==> config.mk <==
export PLATFORM = sky130hd
export DESIGN_NAME = oat_tracker
export DESIGN_NICKNAME = d
export VERILOG_FILES = /design/src/rtl/oat_pkg.sv /design/src/rtl/oat_addr_table.sv /design/src/rtl/oat_slot_pool.sv /design/src/rtl/oat_tracker.sv
export SDC_FILE = /design/constraint.sdc
export NUM_CORES = 2
export LEC_CHECK = 0
export CAP_MARGIN = 20
export CORE_MARGIN = 3
export CORE_UTILIZATION = 60
export CTS_BUF_LIST = sky130_fd_sc_hd__clkbuf_8 sky130_fd_sc_hd__clkbuf_16
export CTS_CLUSTER_SIZE = 25
export DETAILED_ROUTE_END_ITERATION = 16
export PLACE_DENSITY_LB_ADDON = 0.05
export SLEW_MARGIN = 20
export SYNTH_ARGS = -nofsm -noshare
export SYNTH_HDL_FRONTEND = slang
export SYNTH_HIERARCHICAL = 1
export SYNTH_SLANG_ARGS = --single-unit
export TNS_END_PERCENT = 5
==> constraint.sdc <==
create_clock -name clk -period 12.5 [get_ports clk]
set_input_delay 1.875 -clock clk [delete_from_list [all_inputs] [get_ports clk]]
set_output_delay 1.875 -clock clk [all_outputs]
set_load 0.05 [all_outputs]
==> src/rtl/oat_pkg.sv <==
package oat_pkg;
  // Outcome of the request check, used for readability in the top level.
  typedef enum logic [2:0] {
    DEC_IDLE,
    DEC_GRANT_NEW,
    DEC_GRANT_REPEAT,
    DEC_GRANT_NOADDR,
    DEC_DENY_BUSY,
    DEC_DENY_NOSLOT,
    DEC_DENY_FULL,
    DEC_DENY_BADADDR
  } decision_e;
endpackage

==> src/rtl/oat_addr_table.sv <==
module oat_addr_table #(
  parameter int ADDR_W = 32,
  parameter int SEQ_W  = 16,
  parameter int DEPTH  = 8
) (
  input  logic              clk,
  input  logic              rst_n,
  input  logic              rm_en,
  input  logic [ADDR_W-1:0] rm_addr,
  output logic              rm_hit,
  input  logic [ADDR_W-1:0] chk_addr,
  input  logic [SEQ_W-1:0]  chk_seq,
  output logic              hit_same,
  output logic              hit_other,
  output logic              full,
  input  logic              ins_en
);
  logic [DEPTH-1:0]  vld_q, rm_vec, eff_vld, ins_vec;
  logic [ADDR_W-1:0] addr_q [DEPTH];
  logic [SEQ_W-1:0]  seq_q  [DEPTH];

  // Removal picks the first matching entry; applied before the check.
  always_comb begin
    logic found;
    found  = 1'b0;
    rm_vec = '0;
    for (int i = 0; i < DEPTH; i++) begin
      if (!found && rm_en && vld_q[i] && addr_q[i] == rm_addr) begin
        rm_vec[i] = 1'b1;
        found     = 1'b1;
      end
    end
    rm_hit  = found;
    eff_vld = vld_q & ~rm_vec;
  end

  always_comb begin
    hit_same  = 1'b0;
    hit_other = 1'b0;
    for (int i = 0; i < DEPTH; i++) begin
      if (eff_vld[i] && addr_q[i] == chk_addr) begin
        if (seq_q[i] == chk_seq) hit_same  = 1'b1;
        else                     hit_other = 1'b1;
      end
    end
  end

  always_comb begin
    logic taken;
    taken   = 1'b0;
    ins_vec = '0;
    for (int i = 0; i < DEPTH; i++) begin
      if (!taken && !eff_vld[i]) begin
        ins_vec[i] = 1'b1;
        taken      = 1'b1;
      end
    end
    full = ~taken;
  end

  always_ff @(posedge clk or negedge rst_n) begin
    if (!rst_n) vld_q <= '0;
    else        vld_q <= eff_vld | (ins_en ? ins_vec : '0);
  end

  always_ff @(posedge clk) begin
    for (int i = 0; i < DEPTH; i++) begin
      if (ins_en && ins_vec[i]) begin
        addr_q[i] <= chk_addr;
        seq_q[i]  <= chk_seq;
      end
    end
  end

  // never insert into a table with no free entry
  a_r6_no_insert_when_full: assert property (@(posedge clk) disable iff (!rst_n)
    ins_en |-> !full);
  // an address is never recorded twice in one thread
  a_r3_no_dup_insert: assert property (@(posedge clk) disable iff (!rst_n)
    ins_en |-> !(hit_same || hit_other));
  // a removal without insertion shrinks the table by one
  a_r8_remove_shrinks: assert property (@(posedge clk) disable iff (!rst_n)
    (rm_hit && !ins_en) |=> $countones(vld_q) == $past($countones(vld_q)) - 1);
endmodule

==> src/rtl/oat_slot_pool.sv <==
module oat_slot_pool #(
  parameter int NUM_SLOTS = 8,
  parameter int TID_W     = 1,
  parameter int ADDR_W    = 32,
  localparam int SLOT_W   = (NUM_SLOTS > 1) ? $clog2(NUM_SLOTS) : 1
) (
  input  logic              clk,
  input  logic              rst_n,
  input  logic              rel_en,
  input  logic [SLOT_W-1:0] rel_slot,
  output logic              rel_busy,
  output logic [TID_W-1:0]  rel_tid,
  output logic [ADDR_W-1:0] rel_addr,
  output logic              rel_split,
  input  logic              alloc_en,
  input  logic [TID_W-1:0]  alloc_tid,
  input  logic [ADDR_W-1:0] alloc_addr,
  input  logic              alloc_split,
  output logic              avail,
  output logic [SLOT_W-1:0] alloc_slot
);
  logic [NUM_SLOTS-1:0] busy_q, rel_vec, eff_busy;
  logic [TID_W-1:0]     tid_q   [NUM_SLOTS];
  logic [ADDR_W-1:0]    addr_q  [NUM_SLOTS];
  logic [NUM_SLOTS-1:0] split_q;

  always_comb begin
    rel_vec = '0;
    if (rel_en) rel_vec[rel_slot] = 1'b1;
    rel_busy  = busy_q[rel_slot];
    rel_tid   = tid_q[rel_slot];
    rel_addr  = addr_q[rel_slot];
    rel_split = split_q[rel_slot];
    eff_busy  = busy_q & ~rel_vec;
  end

  // Lowest free slot after the same-cycle release.
  always_comb begin
    avail      = 1'b0;
    alloc_slot = '0;
    for (int i = 0; i < NUM_SLOTS; i++) begin
      if (!avail && !eff_busy[i]) begin
        avail      = 1'b1;
        alloc_slot = SLOT_W'(i);
      end
    end
  end

  always_ff @(posedge clk or negedge rst_n) begin
    if (!rst_n) begin
      busy_q  <= '0;
      split_q <= '0;
    end else begin
      busy_q <= eff_busy;
      if (alloc_en) begin
        busy_q[alloc_slot]  <= 1'b1;
        split_q[alloc_slot] <= alloc_split;
      end
    end
  end

  always_ff @(posedge clk) begin
    if (alloc_en) begin
      tid_q[alloc_slot]  <= alloc_tid;
      addr_q[alloc_slot] <= alloc_addr;
    end
  end

  // no allocation when the pool is exhausted
  a_r5_alloc_needs_slot: assert property (@(posedge clk) disable iff (!rst_n)
    alloc_en |-> avail);
  // an allocated slot is busy on the following cycle
  a_r11_alloc_marks_busy: assert property (@(posedge clk) disable iff (!rst_n)
    alloc_en |=> busy_q[$past(alloc_slot)]);
  // a released slot that is not re-allocated becomes free
  a_r10_release_clears: assert property (@(posedge clk) disable iff (!rst_n)
    (rel_en && !(alloc_en && alloc_slot == rel_slot)) |=> !busy_q[$past(rel_slot)]);
endmodule

==> src/rtl/oat_tracker.sv <==
module oat_tracker #(
  parameter int NUM_THREADS = 2,
  parameter int NUM_SLOTS   = 8,
  parameter int TBL_DEPTH   = 8,
  parameter int ADDR_W      = 32,
  parameter int SEQ_W       = 16,
  localparam int TID_W      = (NUM_THREADS > 1) ? $clog2(NUM_THREADS) : 1,
  localparam int SLOT_W     = (NUM_SLOTS > 1) ? $clog2(NUM_SLOTS) : 1
) (
  input  logic              clk,
  input  logic              rst_n,
  input  logic              req_valid,
  input  logic [TID_W-1:0]  req_tid,
  input  logic [ADDR_W-1:0] req_addr,
  input  logic [SEQ_W-1:0]  req_seq,
  input  logic              req_addr_ok,
  input  logic              req_split,
  input  logic              free_valid,
  input  logic [SLOT_W-1:0] free_slot,
  output logic              req_grant,
  output logic              req_deny,
  output logic [SLOT_W-1:0] grant_slot,
  output logic              proto_fault
);
  import oat_pkg::*;

  logic              rel_busy, rel_split, avail;
  logic [TID_W-1:0]  rel_tid;
  logic [ADDR_W-1:0] rel_addr;
  logic [SLOT_W-1:0] alloc_slot;
  logic [NUM_THREADS-1:0] rm_en_t, rm_hit_t, same_t, other_t, full_t, ins_en_t;
  logic sel_same, sel_other, sel_full, record;
  decision_e dec;

  oat_slot_pool #(.NUM_SLOTS(NUM_SLOTS), .TID_W(TID_W), .ADDR_W(ADDR_W)) u_pool (
    .clk(clk), .rst_n(rst_n),
    .rel_en(free_valid), .rel_slot(free_slot), .rel_busy(rel_busy),
    .rel_tid(rel_tid), .rel_addr(rel_addr), .rel_split(rel_split),
    .alloc_en(req_grant), .alloc_tid(req_tid), .alloc_addr(req_addr),
    .alloc_split(req_split), .avail(avail), .alloc_slot(alloc_slot)
  );

  for (genvar t = 0; t < NUM_THREADS; t++) begin : g_thr
    assign rm_en_t[t]  = free_valid && rel_busy && (rel_tid == TID_W'(t));
    assign ins_en_t[t] = record && (req_tid == TID_W'(t));
    oat_addr_table #(.ADDR_W(ADDR_W), .SEQ_W(SEQ_W), .DEPTH(TBL_DEPTH)) u_tbl (
      .clk(clk), .rst_n(rst_n),
      .rm_en(rm_en_t[t]), .rm_addr(rel_addr), .rm_hit(rm_hit_t[t]),
      .chk_addr(req_addr), .chk_seq(req_seq),
      .hit_same(same_t[t]), .hit_other(other_t[t]), .full(full_t[t]),
      .ins_en(ins_en_t[t])
    );
  end

  always_comb begin
    sel_same  = 1'b0;
    sel_other = 1'b0;
    sel_full  = 1'b0;
    for (int t = 0; t < NUM_THREADS; t++) begin
      if (req_tid == TID_W'(t)) begin
        sel_same  = same_t[t];
        sel_other = other_t[t];
        sel_full  = full_t[t];
      end
    end
  end

  // Priority: bad address, slot pool, split-without-address, then table.
  always_comb begin
    if (!req_valid)                       dec = DEC_IDLE;
    else if (!req_addr_ok && !req_split)  dec = DEC_DENY_BADADDR;
    else if (!avail)                      dec = DEC_DENY_NOSLOT;
    else if (!req_addr_ok)                dec = DEC_GRANT_NOADDR;
    else if (sel_other)                   dec = DEC_DENY_BUSY;
    else if (sel_same)                    dec = DEC_GRANT_REPEAT;
    else if (sel_full)                    dec = DEC_DENY_FULL;
    else                                  dec = DEC_GRANT_NEW;
  end

  always_comb begin
    req_grant   = (dec == DEC_GRANT_NEW) || (dec == DEC_GRANT_REPEAT) ||
                  (dec == DEC_GRANT_NOADDR);
    req_deny    = (dec == DEC_DENY_BADADDR) || (dec == DEC_DENY_NOSLOT) ||
                  (dec == DEC_DENY_BUSY) || (dec == DEC_DENY_FULL);
    record      = (dec == DEC_GRANT_NEW);
    grant_slot  = req_grant ? alloc_slot : '0;
    proto_fault = (dec == DEC_DENY_BADADDR) ||
                  (free_valid && rel_busy && !(|rm_hit_t) && !rel_split);
  end

  // a request is answered with at most one of grant and deny
  a_r12_one_answer: assert property (@(posedge clk) disable iff (!rst_n)
    !(req_grant && req_deny));
  // every valid request gets an answer in its own cycle
  a_r11_answered: assert property (@(posedge clk) disable iff (!rst_n)
    req_valid |-> (req_grant || req_deny));
  // exhausted pool means deny
  a_r5_deny_without_slot: assert property (@(posedge clk) disable iff (!rst_n)
    (req_valid && !avail) |-> req_deny);
  // missing address on a non-split request is refused and flagged
  a_r7_bad_addr: assert property (@(posedge clk) disable iff (!rst_n)
    (req_valid && !req_addr_ok && !req_split) |-> (req_deny && proto_fault));
  // an idle cycle raises nothing
  a_r12_idle_quiet: assert property (@(posedge clk) disable iff (!rst_n)
    (!req_valid && !free_valid) |-> !(req_grant || req_deny || proto_fault));
endmodule

* Word level (Yosys, flattened, before mapping)
Memory sizes are Yosys's and may differ from the RTL's.
Index checks and enable logic that the tools add are counted.
** Storage, ports and cells
- Word-level logic and storage cells :: 564
- Memory bits (writable) :: 1032
- Register bits after elaboration :: 32
- Output and inout port bits :: 6
- Bits in latches :: 0
- ROM bits :: 0
- Memories :: 6
- Input port bits :: 58
** Memories
- g_thr[0].u_tbl.addr_q :: words 8, width 32, rd ports 8, clocked after Yosys merged registers in 0, wr ports 1, RTL line oat_addr_table.sv:19 : logic [ADDR_W-1:0] addr_q [DEPTH];
- g_thr[1].u_tbl.addr_q :: words 8, width 32, rd ports 8, clocked after Yosys merged registers in 0, wr ports 1, RTL line oat_addr_table.sv:19
- u_pool.addr_q :: words 8, width 32, rd ports 1, clocked after Yosys merged registers in 0, wr ports 1, RTL line oat_slot_pool.sv:24 : logic [ADDR_W-1:0] addr_q [NUM_SLOTS];
- g_thr[0].u_tbl.seq_q :: words 8, width 16, rd ports 8, clocked after Yosys merged registers in 0, wr ports 1, RTL line oat_addr_table.sv:20 : logic [SEQ_W-1:0] seq_q [DEPTH];
- g_thr[1].u_tbl.seq_q :: words 8, width 16, rd ports 8, clocked after Yosys merged registers in 0, wr ports 1, RTL line oat_addr_table.sv:20
- u_pool.tid_q :: words 8, width 1, rd ports 1, clocked after Yosys merged registers in 0, wr ports 1, RTL line oat_slot_pool.sv:23 : logic [TID_W-1:0] tid_q [NUM_SLOTS];
** Cells by class
- Mux-type cells :: 281
- Bitwise gates (word level) :: 13
- $lt $le $gt $ge :: 4
- Add/subtract/negate cells :: 0
- $mul :: 0
- Div/mod/pow operators :: 0
- Reduce and logical (&&, ||, !) cells :: 201
- Shift-type cells :: 0
- Equality and inequality tests :: 55
** Operators with widths (count)
- $eq A32 B32 Y1 :: 32
- $mux W32 :: 14
- $reduce_or A32 Y1 :: 14
- $eq A16 B16 Y1 :: 16
- $mux W16 :: 14
- $reduce_or A16 Y1 :: 14
- $mux W1 :: 202
- $mux W3 :: 42
- $logic_and A1 B1 Y1 :: 109
- $logic_not A1 Y1 :: 57
- $mux W8 :: 4
- $and A8 B8 Y8 :: 3
- $not A8 Y8 :: 3
- $or A8 B8 Y8 :: 3
- $eq A3 B3 Y1 const B :: 4
- $bwmux W8 :: 1
- $lt A3 B4 Y1 const B :: 2
- $bmux W1 S3 :: 2
- $demux W1 S3 :: 2
- $eq A3 B2 Y1 const B :: 2
- $ge A3 B1 Y1 const B :: 2
- $logic_or A1 B1 Y1 :: 6
- $not A1 Y1 :: 4
- $eq A3 B1 Y1 const B :: 1
- $reduce_or A2 Y1 :: 1

* Depth between registers and ports, before layout
- Word-level depth :: 87
- Depth in mapped cells :: 23
- Gate-level depth less buffers :: 19

* Cells and area by module
Netlist, hierarchy kept.
** Modules (own cells, without submodules)
- oat_addr_table :: cells each 1421, seq. area each 11731.3 um2, instances 2, area each 19628.8 um2
- oat_slot_pool :: cells each 484, seq. area each 8328.0 um2, instances 1, area each 10990.5 um2
- oat_tracker :: cells each 21, seq. area each 0.0 um2, instances 1, area each 137.6 um2

* Least setup slack after synthesis
OpenSTA, ideal clock, no wires.
- Path type :: input-to-reg
- Start :: input free_slot[0]
- End :: memory g_thr[0].u_tbl.addr_q[5][0] (netlist: g_thr[0].u_tbl/addr_q[1][32]) (enable)
- Path buffers :: 5
- Path slack :: 1.771 ns
- Arrival :: 10.206 ns
- Setup time :: 0.523 ns
- Stages on the path :: 22
- Data required time :: 11.977 ns
- Cells stage by stage :: buf_2 > buf_4 > buf_2 > mux4_2 > mux2_2 > buf_6 > xor2_1 > nor4_1 > nand4_1 > or4_4 > buf_6 > nand3b_4 > a222oi_1 > o2111ai_1 > a221o_1 > mux2i_1 > nand4_1 > nor4_1 > nand4_1 > nor2_1 > nand2_1 > nor3b_1
** Between the ends
- Elaborated cells between the ends (all ways) :: 350
- Those cells by class :: 2 x order compare; 17 x eq/ne; 164 x mux; 9 x bitwise; 156 x reduce/logical; 2 x memory
** RTL lines
- start, declared :: RTL line oat_tracker.sv:19 : input logic [SLOT_W-1:0] free_slot,
- $mem_v2 Z8 W32 (*)
- via rel_addr[26] :: RTL line oat_tracker.sv:29 : logic [ADDR_W-1:0] rel_addr;
- $eq A32 B32 Y1 :: RTL line oat_addr_table.sv:28 : if (!found && rm_en && vld_q[i] && addr_q[i] == rm_addr) begin
- $logic_and A1 B1 Y1 :: RTL line oat_addr_table.sv:28
- $mux W1 :: RTL line oat_addr_table.sv:28
- $logic_not A1 Y1 :: RTL line oat_addr_table.sv:28
- $logic_and A1 B1 Y1 (3 in series) :: RTL line oat_addr_table.sv:28
- $mux W1 :: RTL line oat_addr_table.sv:28
- [34 not listed]
- via other_t[1] :: RTL line oat_tracker.sv:31 : logic [NUM_THREADS-1:0] rm_en_t, rm_hit_t, same_t, other_t, full_t, ins_en_t;
- [6 not listed]
- $eq A3 B1 Y1 (*) :: RTL line oat_tracker.sv:85 : record = (dec == DEC_GRANT_NEW);
- $logic_and A1 B1 Y1 (*) :: RTL line oat_tracker.sv:45 : assign ins_en_t[t] = record && (req_tid == TID_W'(t));
- via ins_en_t[0] :: RTL line oat_tracker.sv:31
- $logic_and A1 B1 Y1 :: RTL line oat_addr_table.sv:68 : if (ins_en && ins_vec[i]) begin
- $mux W1 :: RTL line oat_addr_table.sv:68
- $mux W1 (implied by the code) :: RTL line oat_addr_table.sv:69 : addr_q[i] <= chk_addr;
- $reduce_or A32 Y1 (no line)
- $mux W3 (no line) / $mux W1 (equally long branches) (7 in series)
- end, declared :: RTL line oat_addr_table.sv:19
The timed path passes the listed nets; every way through them passes the cells marked *. The select of a mux whose other input is x is not followed.

* Worst setup path in the final report
- Start :: input free_slot[1]
- End :: output grant_slot[1]
** Between the ends
- Elaborated cells between the ends (all ways) :: 308
- Those cells by class :: 2 x order compare; 19 x eq/ne; 134 x mux; 9 x bitwise; 142 x reduce/logical; 2 x memory
** RTL lines
- $mem_v2 Z8 W32 (*)
- via rel_addr[22] :: RTL line oat_tracker.sv:29
- $eq A32 B32 Y1 :: RTL line oat_addr_table.sv:28
- $logic_and A1 B1 Y1 :: RTL line oat_addr_table.sv:28
- $mux W1 :: RTL line oat_addr_table.sv:28
- $logic_not A1 Y1 :: RTL line oat_addr_table.sv:28
- $logic_and A1 B1 Y1 (3 in series) :: RTL line oat_addr_table.sv:28
- $mux W1 :: RTL line oat_addr_table.sv:28
- [34 not listed]
- via other_t[0] :: RTL line oat_tracker.sv:31
- [2 not listed]
- $mux W3 (*) :: RTL line oat_tracker.sv:73 : else if (!req_addr_ok) dec = DEC_GRANT_NOADDR;
- $mux W3 (*) :: RTL line oat_tracker.sv:72 : else if (!avail) dec = DEC_DENY_NOSLOT;
- $mux W3 (*) :: RTL line oat_tracker.sv:71 : else if (!req_addr_ok && !req_split) dec = DEC_DENY_BADADDR;
- $mux W3 (*) :: RTL line oat_tracker.sv:70 : if (!req_valid) dec = DEC_IDLE;
- $eq A3 B1 Y1 / $eq A3 B2 Y1 (equally long branches) :: RTL line oat_tracker.sv:81 : req_grant = (dec == DEC_GRANT_NEW) || (dec == DEC_GRANT_REPEAT) ||
- $logic_or A1 B1 Y1 :: RTL line oat_tracker.sv:81
- $logic_or A1 B1 Y1 (*) :: RTL line oat_tracker.sv:81
- $mux W3 (*) :: RTL line oat_tracker.sv:86 : grant_slot = req_grant ? alloc_slot : '0;
- end, declared :: RTL line oat_tracker.sv:22 : output logic [SLOT_W-1:0] grant_slot,
Marked as above.

==> results.txt <==
Outcome -> complete, no violations
Antenna violations before repair -> 3
Post-synthesis sequential element count -> 1064
CP max stage delay -> 800 ps
Worst slew pin tran -> 1150 ps
CTS tree -> yes
Cell area after layout -> 55900 um^2
Cell area reported after detailed placement -> 52100 um^2
Number of buffers added on ports -> 63
Clock net sink count -> 1064
Unrepaired setup endpoints after global routing -> no
Worst clock skew -> 42.2 ps
Met2 layer wire length in the routed design -> 64900 um
Startpoint of the lowest-slack hold path -> u_pool/split_q[1]$_DFFE_PN0P_
Die Span Y -> 296 um
# hold bufs at CTS -> 0
Clock network latency to the later pin of the worst-skew pair -> 700 ps
Leading register cell type out of synthesis -> sky130_fd_sc_hd__edfxtp_1
Cell-by-cell trace of the critical path -> buf_4, buf_4, mux4_2, mux2_2, xor2_1, nor4_1, nand4_1, nor4_1, or3b_1, nor2_1, o2111ai_1, a221o_1, mux2i_1, nand4_1, o21ai_2, and2_1, clkdlybuf4s50_1
Post-Synthesis Cells -> 3347
Synth Area per Inst -> 15.1 um^2
Routed wire length per instance -> 31.7 um
Met1 Routed Length -> 59700 um
Clock-pin transition on the worst setup and hold timing paths -> 60 ps
Area contributors post-synth -> sky130_fd_sc_hd__edfxtp_1 62%, sky130_fd_sc_hd__xor2_1 15%, sky130_fd_sc_hd__xnor2_1 7.6%, sky130_fd_sc_hd__mux4_2 3.1%, sky130_fd_sc_hd__nor4_1 3.1%
# diodes -> 0
Starting density of the core -> 0.610
Cell Pwr Density -> 156 nW/um^2
Count of cells resized by post-cts repair -> 0
Total Negative Setup Slacks -> 0 ps
Top cell type's share of synthesized area -> 0.615
Synth top cells by count -> 1032 x sky130_fd_sc_hd__edfxtp_1, 838 x sky130_fd_sc_hd__xor2_1, 436 x sky130_fd_sc_hd__xnor2_1
Critical Path Sink Type -> output port
Post-detailed-route count of antenna-violating nets -> 0
Number of buffers added by the clock tree synthesis step -> 107
Worst reg-to-reg setup slack -> 4890 ps
Type of the worst min-delay path -> reg -> reg
Post-synth EDFFs -> 1032
Required time at the worst-slack endpoint -> 10620 ps
Number of global-route vias before repair -> 29900
Hold worst-path end -> u_pool/split_q[1]$_DFFE_PN0P_
Critical Path Start Type -> primary input
Worst R2R Start -> u_pool/addr_q[2][6]$_DFFE_PP_
FFs w/ async S/R, synth -> 0.0301
Final setup violation count -> 0
Synth Cell Area -> 50400 um^2
Post-DP HPWL -> 87200 um
Max-cap violations -> 0
Buffers from clock root to sink, at most -> 3
Die area -> 87500 um^2
Slew Limit Headroom -> 0.231
Num ports -> 64
Depth of the worst register-to-register path -> 20
Final Net Count -> 3491
Dominant cell by count in the synthesized netlist -> sky130_fd_sc_hd__edfxtp_1
Maximum fanout encountered on the critical timing path -> 51
Max-slew violation count -> 0
Arrival @ worst endpoint -> 8850 ps
First-pass GRT wire length -> 210000 um
Starting DRT DRC Count -> 3945
Largest net degree at the start of global routing -> 52
Number of setup buffers added after CTS -> 0
Rows -> 105
Area Overhead vs Synth -> 10.9%
Total Power Consumption -> 8.71 mW
Residual DRC count -> 0
Cell taking the most area after synthesis -> sky130_fd_sc_hd__edfxtp_1
Number of nets in the synthesized netlist -> 3405
Overall routing resource usage -> 0.336
Global placer's final weighted congestion -> 0.965
Path type of the worst setup path -> in -> out
Max frequency -> 93.3 MHz
Final routed wirelength across all metal layers -> 146000 um
Slowest cell on the critical path -> sky130_fd_sc_hd__clkdlybuf4s50_1
X dimension of the die -> 296 um
Share of final-layout standard cells stronger than drive strength 1 -> 0.135
Endpoint of the lowest-slack register-to-register path -> u_pool/addr_q[6][7]$_DFFE_PP_
Share of synthesized area occupied by flip-flops and latches -> 0.631
Number of warnings reported in the yosys synthesis log -> 6
Share of the cycle needed by the critical path after routing -> 0.858
1st-pass router iterations -> 6
WHS Path Cells -> 1
Number of hold violations in the final report -> 0
Total leakage power -> 18.5 nW
Gr ovfl total -> 0
Post-layout minimum cycle time -> 10720 ps
Wire length on met3 -> 14900 um
Core outline area -> 82600 um^2
Netlist cell types -> 82
Uppermost routed layer -> met4
Cell at the root of the clock tree -> sky130_fd_sc_hd__clkbuf_16
Maximum vdd ir drop -> 0.163 mV
DR vias -> 29900
Deepest level of the CTS H-tree -> 3
Number of vias per cell after detailed routing -> 6.51
[worst max-delay path by stage]
stage	start	endpoint	cells after the start
global route	free_slot[0]	grant_slot[1]	17
detailed placement	free_slot[0]	grant_slot[1]	17
finish	free_slot[1]	grant_slot[1]	17
floorplan	free_slot[0]	g_thr[0].u_tbl/addr_q[1][32]$_DFFE_PP_	22
global placement	free_slot[0]	grant_slot[0]	17
CTS	free_slot[0]	grant_slot[1]	17
[per-stage QoR]
stage,cells,hold WS (ps),setup WS [ps],utilization
2_1_floorplan,3347,452,1770,-
3_3_place_gp,4393,466,2140,0.631
3_5_place_dp,4393,474,2000,0.631
4_1_cts,4592,488,1920,0.676
5_1_grt,4593,519,1480,0.676
6_report,4593,487,1780,0.676
[registers in the layout (all words and copies together) (netlist names)]
signal	cells
g_thr.u_tbl/addr_q	512
g_thr.u_tbl/seq_q	256
g_thr.u_tbl/vld_q	16
u_pool/split_q	8
u_pool/tid_q	8
u_pool/busy_q	8
u_pool/addr_q	256
[layout by cell type, fill, tap and decap left out, drive strengths merged, types with 9 or more instances in the layout]
cell type / synthesis / layout
edfxtp: 1032 / 1032
mux2: 43 / 43
xnor2: 436 / 436
nor4: 250 / 250
nor2: 27 / 27
nand2: 51 / 51
nor3: 15 / 15
nand4: 157 / 157
xor2: 838 / 838
clkdlybuf4s50: 0 / 11
clkinv: 0 / 42
o21ai: 9 / 9
nand3: 39 / 39
mux4: 70 / 70
bufinv: 0 / 20
inv: 22 / 46
clkbuf: 100 / 109
buf: 88 / 154
nand2b: 10 / 10
dfrtp: 32 / 32
[worst max-delay path, delay by kind of cell]
| family | cells | cell delay, ps |
|---|---|---|
| AO/OA/AOI/OAI | 3 | 1000 |
| buffers and inverters | 3 | 1900 |
| multiplexers | 3 | 1240 |
| XOR/XNOR | 1 | 300 |
| AND/OR/NAND/NOR | 7 | 2470 |
[report_power, final]
group | total, mW | internal, mW | switching (mW)
Clock | 3.39 | 1.99 | 1.39
Sequential | 4.18 | 4.09 | 0.0915
Combinational | 1.14 | 0.367 | 0.778
[kinds of logic (layout without fill, tap and decap cells)]
| kind of cell | Yosys count | in the layout | share of synthesized area |
|---|---|---|---|
| XOR/XNOR | 1274 | 1274 | 0.221 |
| flip-flops | 1064 | 1064 | 0.631 |
| AND/OR/NAND/NOR | 604 | 604 | 0.0731 |
| buffers and inverters | 210 | 386 | 0.0202 |
| multiplexers | 114 | 114 | 0.0412 |
| AO/OA/AOI/OAI | 81 | 81 | 0.0131 |
[final cells by class]
type,count,area (um^2)
Inverter,22,82.6
Timing Repair Buffer,165,1180
Clock buffer,109,2710
Clock inverter,90,1040
Sequential cell,1064,31800
Tap cell,1070,1340
Multi-Input combinational cell,2073,17700
Fill cell,5720,26800
[routing by layer]
metal / up-vias / global-route usage
met1: 15300 / 0.493
met4: 0 / 0.125
met2: 1761 / 0.509
li1: 12500 / -
met3: 365 / 0.0583
met5: - / 0
No activity file was read; power rests on OpenSTA's default activity.
